`config.mk`:
```
export PLATFORM = sky130hd
export DESIGN_NAME = mlk_fwd_lookup
export DESIGN_NICKNAME = d
export VERILOG_FILES = /design/src/rtl/mlk_pkg.sv /design/src/rtl/mlk_st_tbl.sv /design/src/rtl/mlk_dyn_tbl.sv /design/src/rtl/mlk_vlan_gate.sv /design/src/rtl/mlk_fwd_lookup.sv
export SDC_FILE = /design/constraint.sdc
export NUM_CORES = 2
export LEC_CHECK = 0
export BUFFER_PORTS_ARGS = -buffer_cell sky130_fd_sc_hd__buf_2
export CAP_MARGIN = 20
export CORE_MARGIN = 8
export CORE_UTILIZATION = 40
export CTS_CLUSTER_SIZE = 40
export DETAILED_ROUTE_END_ITERATION = 7
export PLACE_DENSITY = 0.67
export SYNTH_ARGS = -nofsm -noshare
export SYNTH_HDL_FRONTEND = slang
export SYNTH_SLANG_ARGS = --single-unit
```
`constraint.sdc`:
```
create_clock -name clk -period 5.3 [get_ports clk]
set_input_delay 0.795 -clock clk [delete_from_list [all_inputs] [get_ports clk]]
set_output_delay 0.795 -clock clk [all_outputs]
set_load 0.01 [all_outputs]
```
`src/rtl/mlk_pkg.sv`:
```
package mlk_pkg;

   localparam int MAC_W     = 48;
   localparam int GROUP_BIT = 40;

   typedef logic [MAC_W-1:0] mac_t;

   typedef enum logic [1:0] {
      FWD_FLOOD  = 2'd0,
      FWD_STATIC = 2'd1,
      FWD_DYN    = 2'd2,
      FWD_DROP   = 2'd3
   } fwd_src_e;

   function automatic logic mac_is_group(mac_t m);
      return m[GROUP_BIT];
   endfunction

endpackage

```
`src/rtl/mlk_st_tbl.sv`:
```
// Static MAC table: write port plus a priority lookup (lowest index wins).
module mlk_st_tbl
   import mlk_pkg::*;
#(
   parameter int NPORT = 5,
   parameter int FID_W = 7,
   parameter int ST_N  = 8,
   localparam int STI_W = (ST_N > 1) ? $clog2(ST_N) : 1
)(
   input  logic             clk,
   input  logic             rst_n,
   input  logic             wr_en,
   input  logic [STI_W-1:0] wr_idx,
   input  logic             wr_vld,
   input  mac_t             wr_mac,
   input  logic             wr_use_fid,
   input  logic [FID_W-1:0] wr_fid,
   input  logic [NPORT-1:0] wr_mask,
   input  mac_t             lk_mac,
   input  logic [FID_W-1:0] lk_fid,
   output logic             lk_hit,
   output logic [NPORT-1:0] lk_mask
);

   logic             vld_q  [ST_N];
   mac_t             mac_q  [ST_N];
   logic             ufid_q [ST_N];
   logic [FID_W-1:0] fid_q  [ST_N];
   logic [NPORT-1:0] mask_q [ST_N];

   for (genvar i = 0; i < ST_N; i++) begin : g_ent
      always_ff @(posedge clk or negedge rst_n) begin
         if (!rst_n)
            vld_q[i] <= 1'b0;
         else if (wr_en && wr_idx == STI_W'(i))
            vld_q[i] <= wr_vld;
      end

      always_ff @(posedge clk) begin
         if (wr_en && wr_idx == STI_W'(i)) begin
            mac_q[i]  <= wr_mac;
            ufid_q[i] <= wr_use_fid;
            fid_q[i]  <= wr_fid;
            mask_q[i] <= wr_mask;
         end
      end
   end

   logic             found;
   logic             sel_ufid;
   logic [FID_W-1:0] sel_fid;
   logic [NPORT-1:0] sel_mask;

   always_comb begin
      found    = 1'b0;
      sel_ufid = 1'b0;
      sel_fid  = '0;
      sel_mask = '0;
      for (int i = ST_N - 1; i >= 0; i--) begin
         if (vld_q[i] && mac_q[i] == lk_mac) begin
            found    = 1'b1;
            sel_ufid = ufid_q[i];
            sel_fid  = fid_q[i];
            sel_mask = mask_q[i];
         end
      end
   end

   assign lk_hit  = found && (!sel_ufid || sel_fid == lk_fid);
   assign lk_mask = sel_mask;

endmodule

```
`src/rtl/mlk_dyn_tbl.sv`:
```
// Fully associative learned table keyed by FID + MAC, with a swept age counter.
module mlk_dyn_tbl
   import mlk_pkg::*;
#(
   parameter int NPORT    = 5,
   parameter int FID_W    = 7,
   parameter int DYN_N    = 16,
   parameter int AGE_MAX  = 7,
   parameter int TICK_CYC = 1024,
   localparam int PORT_W = $clog2(NPORT),
   localparam int AGE_W  = $clog2(AGE_MAX + 1),
   localparam int DI_W   = $clog2(DYN_N),
   localparam int TK_W   = $clog2(TICK_CYC)
)(
   input  logic              clk,
   input  logic              rst_n,
   input  mac_t              da,
   input  mac_t              sa,
   input  logic [FID_W-1:0]  fid,
   input  logic [PORT_W-1:0] port,
   input  logic              lrn_en,
   output logic              da_hit,
   output logic [PORT_W-1:0] da_port
);

   logic              vld_q [DYN_N];
   mac_t              mac_q [DYN_N];
   logic [FID_W-1:0]  fid_q [DYN_N];
   logic [PORT_W-1:0] prt_q [DYN_N];
   logic [AGE_W-1:0]  age_q [DYN_N];

   logic [DYN_N-1:0] da_v, sa_v, free_oh, wr_v;
   logic [TK_W-1:0]  tk_q;
   logic [DI_W-1:0]  sw_q;
   logic             tick;

   always_comb begin
      free_oh = '0;
      da_port = '0;
      for (int i = 0; i < DYN_N; i++) begin
         da_v[i] = vld_q[i] && mac_q[i] == da && fid_q[i] == fid;
         sa_v[i] = vld_q[i] && mac_q[i] == sa && fid_q[i] == fid;
         if (da_v[i]) da_port = da_port | prt_q[i];
      end
      for (int i = DYN_N - 1; i >= 0; i--) begin
         if (!vld_q[i]) begin
            free_oh    = '0;
            free_oh[i] = 1'b1;
         end
      end
      wr_v = !lrn_en ? '0 : ((|sa_v) ? sa_v : free_oh);
   end

   assign da_hit = |da_v;
   assign tick   = (tk_q == TK_W'(TICK_CYC - 1));

   always_ff @(posedge clk or negedge rst_n) begin
      if (!rst_n) begin
         tk_q <= '0;
         sw_q <= '0;
      end else begin
         tk_q <= tick ? '0 : tk_q + 1'b1;
         if (tick)
            sw_q <= (sw_q == DI_W'(DYN_N - 1)) ? '0 : sw_q + 1'b1;
      end
   end

   for (genvar i = 0; i < DYN_N; i++) begin : g_ent
      always_ff @(posedge clk or negedge rst_n) begin
         if (!rst_n) begin
            vld_q[i] <= 1'b0;
            age_q[i] <= '0;
         end else if (wr_v[i]) begin
            vld_q[i] <= 1'b1;
            age_q[i] <= '0;
         end else if (tick && sw_q == DI_W'(i) && vld_q[i]) begin
            if (age_q[i] == AGE_W'(AGE_MAX - 1))
               vld_q[i] <= 1'b0;
            else
               age_q[i] <= age_q[i] + 1'b1;
         end
      end

      always_ff @(posedge clk) begin
         if (wr_v[i]) begin
            mac_q[i] <= sa;
            fid_q[i] <= fid;
            prt_q[i] <= port;
         end
      end
   end

endmodule

```
`src/rtl/mlk_vlan_gate.sv`:
```
// Per-port VLAN discard rules: ingress filtering and non-default-VLAN discard.
module mlk_vlan_gate #(
   parameter int NPORT = 5,
   localparam int PORT_W = $clog2(NPORT)
)(
   input  logic [2*NPORT-1:0] port_ctl,
   input  logic [PORT_W-1:0]  port,
   input  logic               is_pvid,
   input  logic [NPORT-1:0]   members,
   output logic               drop
);

   logic [1:0] ctl;
   logic       member;

   always_comb begin
      ctl    = '0;
      member = 1'b0;
      for (int p = 0; p < NPORT; p++) begin
         if (port == PORT_W'(p)) begin
            ctl    = port_ctl[2*p +: 2];
            member = members[p];
         end
      end
      drop = (ctl[1] && !member) || (ctl[0] && !is_pvid);
   end

endmodule

```
`src/rtl/mlk_fwd_lookup.sv`:
```
module mlk_fwd_lookup
   import mlk_pkg::*;
#(
   parameter int NPORT    = 5,
   parameter int FID_W    = 7,
   parameter int ST_N     = 8,
   parameter int DYN_N    = 16,
   parameter int AGE_MAX  = 7,
   parameter int TICK_CYC = 1024,
   localparam int PORT_W = $clog2(NPORT),
   localparam int STI_W  = (ST_N > 1) ? $clog2(ST_N) : 1
)(
   input  logic              clk,
   input  logic              rst_n,
   input  logic              st_we,
   input  logic [STI_W-1:0]  st_idx,
   input  logic              st_vld,
   input  logic [47:0]       st_mac,
   input  logic              st_use_fid,
   input  logic [FID_W-1:0]  st_fid,
   input  logic [NPORT-1:0]  st_mask,
   input  logic [2*NPORT-1:0] port_ctl,
   input  logic              frm_vld,
   input  logic [47:0]       frm_da,
   input  logic [47:0]       frm_sa,
   input  logic [FID_W-1:0]  frm_fid,
   input  logic [PORT_W-1:0] frm_port,
   input  logic              frm_is_pvid,
   input  logic [NPORT-1:0]  frm_vmembers,
   output logic              fwd_vld,
   output logic [NPORT-1:0]  fwd_mask,
   output logic              fwd_flood,
   output logic              fwd_drop
);

   localparam logic [NPORT-1:0] ALL_PORTS = '1;

   if (NPORT < 2 || NPORT > 16) begin : g_bad_nport
      $error("mlk_fwd_lookup: NPORT must be 2..16");
   end
   if (DYN_N < 2 || AGE_MAX < 2 || TICK_CYC < 2) begin : g_bad_age
      $error("mlk_fwd_lookup: DYN_N, AGE_MAX and TICK_CYC must be at least 2");
   end
   if (FID_W < 1 || ST_N < 1) begin : g_bad_tbl
      $error("mlk_fwd_lookup: FID_W and ST_N must be positive");
   end

   logic              st_hit, dyn_hit, drop;
   logic [NPORT-1:0]  st_pmask;
   logic [PORT_W-1:0] dyn_port;
   logic              lrn_en;

   mlk_vlan_gate #(.NPORT(NPORT)) u_gate (
      .port_ctl (port_ctl),
      .port     (frm_port),
      .is_pvid  (frm_is_pvid),
      .members  (frm_vmembers),
      .drop     (drop)
   );

   mlk_st_tbl #(.NPORT(NPORT), .FID_W(FID_W), .ST_N(ST_N)) u_st (
      .clk        (clk),
      .rst_n      (rst_n),
      .wr_en      (st_we),
      .wr_idx     (st_idx),
      .wr_vld     (st_vld),
      .wr_mac     (st_mac),
      .wr_use_fid (st_use_fid),
      .wr_fid     (st_fid),
      .wr_mask    (st_mask),
      .lk_mac     (frm_da),
      .lk_fid     (frm_fid),
      .lk_hit     (st_hit),
      .lk_mask    (st_pmask)
   );

   assign lrn_en = frm_vld && !drop && !mac_is_group(frm_sa);

   mlk_dyn_tbl #(
      .NPORT(NPORT), .FID_W(FID_W), .DYN_N(DYN_N),
      .AGE_MAX(AGE_MAX), .TICK_CYC(TICK_CYC)
   ) u_dyn (
      .clk     (clk),
      .rst_n   (rst_n),
      .da      (frm_da),
      .sa      (frm_sa),
      .fid     (frm_fid),
      .port    (frm_port),
      .lrn_en  (lrn_en),
      .da_hit  (dyn_hit),
      .da_port (dyn_port)
   );

   fwd_src_e         src;
   logic [NPORT-1:0] in_oh, nxt_mask;

   always_comb begin
      in_oh = NPORT'(1) << frm_port;
      if (drop) begin
         src      = FWD_DROP;
         nxt_mask = '0;
      end else if (st_hit) begin
         src      = FWD_STATIC;
         nxt_mask = st_pmask & ~in_oh;
      end else if (dyn_hit) begin
         src      = FWD_DYN;
         nxt_mask = (NPORT'(1) << dyn_port) & ~in_oh;
      end else begin
         src      = FWD_FLOOD;
         nxt_mask = ALL_PORTS & ~in_oh;
      end
   end

   always_ff @(posedge clk or negedge rst_n) begin
      if (!rst_n) begin
         fwd_vld   <= 1'b0;
         fwd_mask  <= '0;
         fwd_flood <= 1'b0;
         fwd_drop  <= 1'b0;
      end else begin
         fwd_vld <= frm_vld;
         if (frm_vld) begin
            fwd_mask  <= nxt_mask;
            fwd_flood <= (src == FWD_FLOOD);
            fwd_drop  <= (src == FWD_DROP);
         end
      end
   end

endmodule

```
Word-level counts from Yosys, hierarchy flattened:

Memories as Yosys holds them, arrays and structs flattened.
Cells that the tools add are included.

* $add $sub $neg: 18
* multipliers: 0
* div/mod/pow operators: 0
* order comparisons: 0
* equal/unequal tests: 117
* shift operators: 2
* mux-type cells: 312
* bitwise gates (word level): 18
* reductions and logical operators: 222

Operator list (count)
* == test 48 bit: 40
* two-way mux 48 bit: 7
* OR reduction 48 bit: 7
* two-way mux 16 bit: 18
* two-way mux 3 bit: 92
* two-way mux 1 bit: 152
* == test 7 bit: 17
* logical AND 1 bit: 117
* two-way mux 7 bit: 15
* two-way mux 5 bit: 18
* AND reduction 2 bit: 32
* nonzero test 2 bit: 32
* == test 3 bit, second input constant: 21
* OR reduction 7 bit: 7
* adder 3 x 1 -> 3 bit, second input constant: 16
* bitwise OR 3 bit: 15
* OR reduction 5 bit: 7
* == test 4 bit, second input constant: 8
* != test 2 x 1 -> 1 bit, second input constant: 16
* OR reduction 16 bit: 2
* == test 4 x 3 -> 1 bit, second input constant: 4
* two-way mux 2 bit: 8
* == test 3 x 2 -> 1 bit, second input constant: 4
* adder 10 x 1 -> 10 bit, second input constant: 1
* 17 further kinds: 33

* flip-flop bits (word level): 94
* bits in latches: 0
* bits in writable memories: 1416
* ROM bits: 0
* output and inout port bits: 8
* memories: 7

Memories
* u_dyn.mac_q: depth 16, width 48, read ports 16, clocked after memory_dff 0, wr ports 16, line mlk_dyn_tbl.sv:27 `mac_t mac_q [DYN_N];`
* u_st.mac_q: depth 8, width 48, read ports 8, clocked after memory_dff 0, wr ports 1, line mlk_st_tbl.sv:26 `mac_t mac_q [ST_N];`
* u_dyn.fid_q: depth 16, width 7, read ports 16, clocked after memory_dff 0, wr ports 16, line mlk_dyn_tbl.sv:28 `logic [FID_W-1:0] fid_q [DYN_N];`
* u_st.fid_q: depth 8, width 7, read ports 8, clocked after memory_dff 0, wr ports 1, line mlk_st_tbl.sv:28 `logic [FID_W-1:0] fid_q [ST_N];`
* u_dyn.prt_q: depth 16, width 3, read ports 16, clocked after memory_dff 0, wr ports 16, line mlk_dyn_tbl.sv:29 `logic [PORT_W-1:0] prt_q [DYN_N];`
* u_st.mask_q: depth 8, width 5, read ports 8, clocked after memory_dff 0, wr ports 1, line mlk_st_tbl.sv:29 `logic [NPORT-1:0] mask_q [ST_N];`
* 1 more memories

Logic depth before layout (Yosys ltp):

* word-level depth: 39
* gate-level depth with buffers: 15

Modules after synthesis:

A second synthesis with hierarchy kept.

* cells, all modules: 5472
* area, all modules: 74301.3 µm²

Modules (own cells, without submodules)
* mlk_dyn_tbl: times used 1, cells an instance 4032, area an instance 52384.0 µm², seq. area each 29818.6 µm²
* mlk_st_tbl: times used 1, cells an instance 1376, area an instance 21334.2 µm², seq. area each 14854.2 µm²
* mlk_fwd_lookup: times used 1, cells an instance 47, area an instance 471.7 µm², seq. area each 200.2 µm²
* mlk_vlan_gate: times used 1, cells an instance 17, area an instance 111.4 µm², seq. area each 0.0 µm²

Worst setup path before layout:

Ideal clock, no wire load.

* kind: input to register
* start point: input frm_sa[0]
* end point: memory u_dyn.fid_q[56][0] (netlist: u_dyn.fid_q[14][0]) (enable)
* setup time: 500 ps
* arrival time: 5983 ps
* slack: -1183 ps
* stages: 11
* buffers on the path: 2
* cells stage by stage: buf_2 buf_2 xor2_1 nor4_1 nand4_1 nor4_1 a2111oi_0 nand4_1 or2_1 or4_1 a21oi_1

RTL lines
* from (decl): line mlk_fwd_lookup.sv:25 `input logic [47:0] frm_sa,`
* to (decl): line mlk_dyn_tbl.sv:28

==> key figures <==
Status
  – Outcome: finished, final reports clean

CTS
  – Clock slew seen by the registers of the worst setup and hold paths: roughly 0.06 ns
  – CTS tree: yes
  – Root buf cell: clkbuf_16
  – Total number of clock tree sinks: 1,510
  – Buffers inserted during post-CTS setup optimization: 0
  – Number of levels in the clock H-tree: 4
  – Insertion delay to the later sink of the worst-skew pair: approximately 0.85 ns
  – Number of buffers inserted during clock tree synthesis: around 170
  – Max clock buf depth: 3

Routing
  – DR vias: approximately 55,000
  – Detailed-route vias per instance: approximately 6.2
  – Average wire per standard cell: about 36 um
  – Drt first pass iters: 6
  – Detail Route Antenna Nets: 0
  – Sum of routed wire length over all layers: about 320 mm
  – Residual DRC count: 0
  – Initial DRC Count: between 8,000 and 9,000

Place
  – Placed instance count: between 8,000 and 9,000
  – Count of port buffers added during placement: ~200
  – Detailed-placement wirelength estimate: 219 mm
  – Minimum setup slack after placement: -0.00864 ns
  – Final Wtd Congestion: 1.00

Hold path
  – Class of the most critical hold timing path: input port to register
  – Cells on Worst Hold Path: 1
  – Hold path startpoint: frm_vld
  – Worst min-delay path endpoint: fwd_vld

Floorplanning
  – Die Span Y: roughly 450 um
  – Site row count: 160
  – I/O pins: about 200
  – Chip width: between 400 and 500 um
  – Overall die area: ~200,000 um2
  – Effective utilization at floorplan: between 40 and 50%
  – Core region area: between 150,000 and 200,000 um2

Timing
  – Worst-case headroom to the max-slew limit: ~22%
  – Worst Max-Slew Pin Slew: 1.16 ns
  – Final Hold Viols: 0
  – Final setup skew: 0.0649 ns
  – Post-route fraction of the period consumed by the critical path: ~88%
  – RSZ-0062 raised after global routing: no
  – Final setup fails: 0
  – Setup tns final: 0 ns
  – Final period demand of the worst path: approximately 4.7 ns
  – Max Freq: around 210 MHz
  – Max-slew violation count: 0
  – Least setup slack across all paths after layout: between 0.6 and 0.7 ns

Worst setup path
  – Startpoint class of the critical path: input port
  – Reg-to-reg startpoint: u_dyn.fid_q[13][3]
  – Data arrival time of the worst path: slightly above 5 ns
  – Depth of the worst register-to-register path: 12
  – Terminus of the critical flop-to-flop path: u_dyn.mac_q[13][31]
  – Critical path capture point type: register
  – CP max FO: 23
  – Setup slack, reg-to-reg: just over 0.8 ns
  – Required time at the endpoint of the critical path: 5.81 ns
  – Critical setup path kind: input port to register

Global route
  – Number of antenna violations at the first check in global routing: 19
  – Global routing usage summed across all routing layers: 30.3%
  – First-pass GRT wire length: around 430 mm
  – Maximum number of pins on one net before global-route repair: 75
  – Via count of the first global-routing pass: around 53,000
  – Total overflow reported by the global router: 0

Logic synthesis
  – Netlist area before placement: 76,000 um2
  – Count of warnings emitted by yosys: 0
  – Register bit count reported by yosys: ~1,500
  – Sequential share of the synthesized area: between 50% and 60%
  – Distinct cell type count of the synthesized netlist: 86
  – EDFF count, synth: roughly 1,400
  – Top FF cell, synth: edfxtp_1
  – Syn Nets: 5,992
  – Async set-or-reset flop fraction in the synthesized netlist: between 6 and 7%
  – Gate Count Post-Synth: slightly below 6,000
  – Synthesized area divided by synthesized cell count: roughly 13 um2

Power
  – Leakage Power: slightly below 0.03 uW
  – Areal power density over the cells: roughly 330 nW/um2
  – Final Total Pwr: slightly below 30,000 uW
  – Peak supply drop: between 200 and 300 uV

Flow run
  – Max-cap violation count: 0

Finish
  – Fraction of layout cells with a size suffix above 1: 14.3%
  – Post-route non-filler standard cell count: approximately 8,900
  – Post-layout util: between 40% and 50%
  – Synthesis-to-layout area growth: 17.2%
  – NumNets Final: between 6,000 and 7,000
-- cells in the mapped netlist (all sizes together) (42+ instances only) --
master	number	area (um2)
nand2b	102	638
nor3	42	221
dfrtp	94	2350
xor2	907	7940
nand3	46	230
a21oi	61	309
buf	252	1320
nor4	364	2340
inv	152	573
edfxtp	1416	42500
nor2	167	643
xnor2	1031	9040
nand2	114	428
nand4	482	3030
-- critical path, stage by stage --
cell and delay [ns]:
buf_2 0.62, buf_12 0.28, xnor2_1 0.12, nand4_1 0.10, nor4_1 0.05, nand2_1 0.08
nor4_1 0.06, buf_2 0.18, a2111oi_0 0.78, nand4_1 0.26, nor3_1 0.34, nand4_1 0.27
o31ai_1 0.45, and2_2 0.48, buf_12 0.24
-- worst max-delay path by stage --
stage	end	cells after the start	slack, ns	from
finish	u_dyn.mac_q[13][31]	15	0.64	frm_sa[17]
detailed placement	u_dyn.mac_q[11][3]	15	-0.009	frm_sa[17]
CTS	u_dyn.mac_q[11][25]	15	0.86	frm_sa[17]
global placement	u_dyn.mac_q[13][15]	14	-0.09	frm_sa[17]
floorplan	u_dyn.fid_q[15][0]	11	0.16	frm_sa[0]
global route	u_dyn.mac_q[11][24]	15	0.65	frm_sa[17]
-- cells by family after synthesis --
logic type	Yosys count	share of synthesized area, %
buf+inv	429	2.62
compound gates	328	3.30
xor+xnor	1938	22.4
fa+ha+maj	37	0.610
mux	25	0.351
flops	1510	59.1
simple gates	1497	11.7
-- where the power goes --
group | leakage [uW] | switching, uW | total, uW | internal (uW)
logic | 0.0128 | 2460 | 3620 | 1160
clock network | 0.00275 | 5270 | 12200 | 6930
registers | 0.0139 | 329 | 13900 | 13500
total | 0.0295 | 8060 | 29700 | 21600
-- timing repair --
action,in CTS,in global routing
hold buffers,1,0
gates resized for setup,0,0
hold endpoints to repair,20,0
-- through the flow --
step	instance area [um2]	hold slack, ns
2_1_floorplan	76000	0.448
3_3_place_gp	83200	0.462
3_5_place_dp	83200	0.471
4_1_cts	88900	0.111
5_1_grt	89000	0.142
6_report	89000	0.161
-- cell type report --
cell class | instances | area (um2)
clock buffer | 208 | 4460
tap | 2511 | 3140
clock inverter | 101 | 1270
antenna | 5 | 12.5
fill | 16726 | 100000
sequential | 1510 | 44900
timing repair buffer | 589 | 5410
multi-input combinational | 3825 | 29300
inverter | 152 | 573
-- registers in the layout, indices dropped and copies added, names as in the netlist, 5 cells and up --
name / cells
u_dyn.prt_q: 48
u_st.fid_q: 56
u_dyn.age_q: 48
u_dyn.fid_q: 112
u_dyn.vld_q: 16
u_st.ufid_q: 8
u_st.mac_q: 384
u_st.vld_q: 8
fwd_mask: 5
u_st.mask_q: 40
u_dyn.mac_q: 768
u_dyn.tk_q: 10
-- layout by cell type, fill, tap and decap left out, drive strengths merged, types with 42 or more instances in the layout --
cell type  count
nor2         167
a21oi         61
nand4        482
nand2b       102
xnor2       1031
buf          588
nand3         46
nor4         364
clkbuf       208
nor3          42
edfxtp      1416
clkinv        74
inv          154
dfrtp         94
nand2        114
xor2         907
-- metal layers --
| metal | wire length (um) | vias up | share of wire [%] | track usage (%) |
|---|---|---|---|---|
| li1 | - | 22236 | - | - |
| met1 | 124000 | 28055 | 39 | 40.9 |
| met2 | 135000 | 4164 | 42 | 44.6 |
| met3 | 38800 | 945 | 12 | 7.40 |
| met4 | 22800 | 4 | 7.1 | 17.3 |
| met5 | 32 | - | 0.010 | 0 |
(Power assumes the default switching activity.)
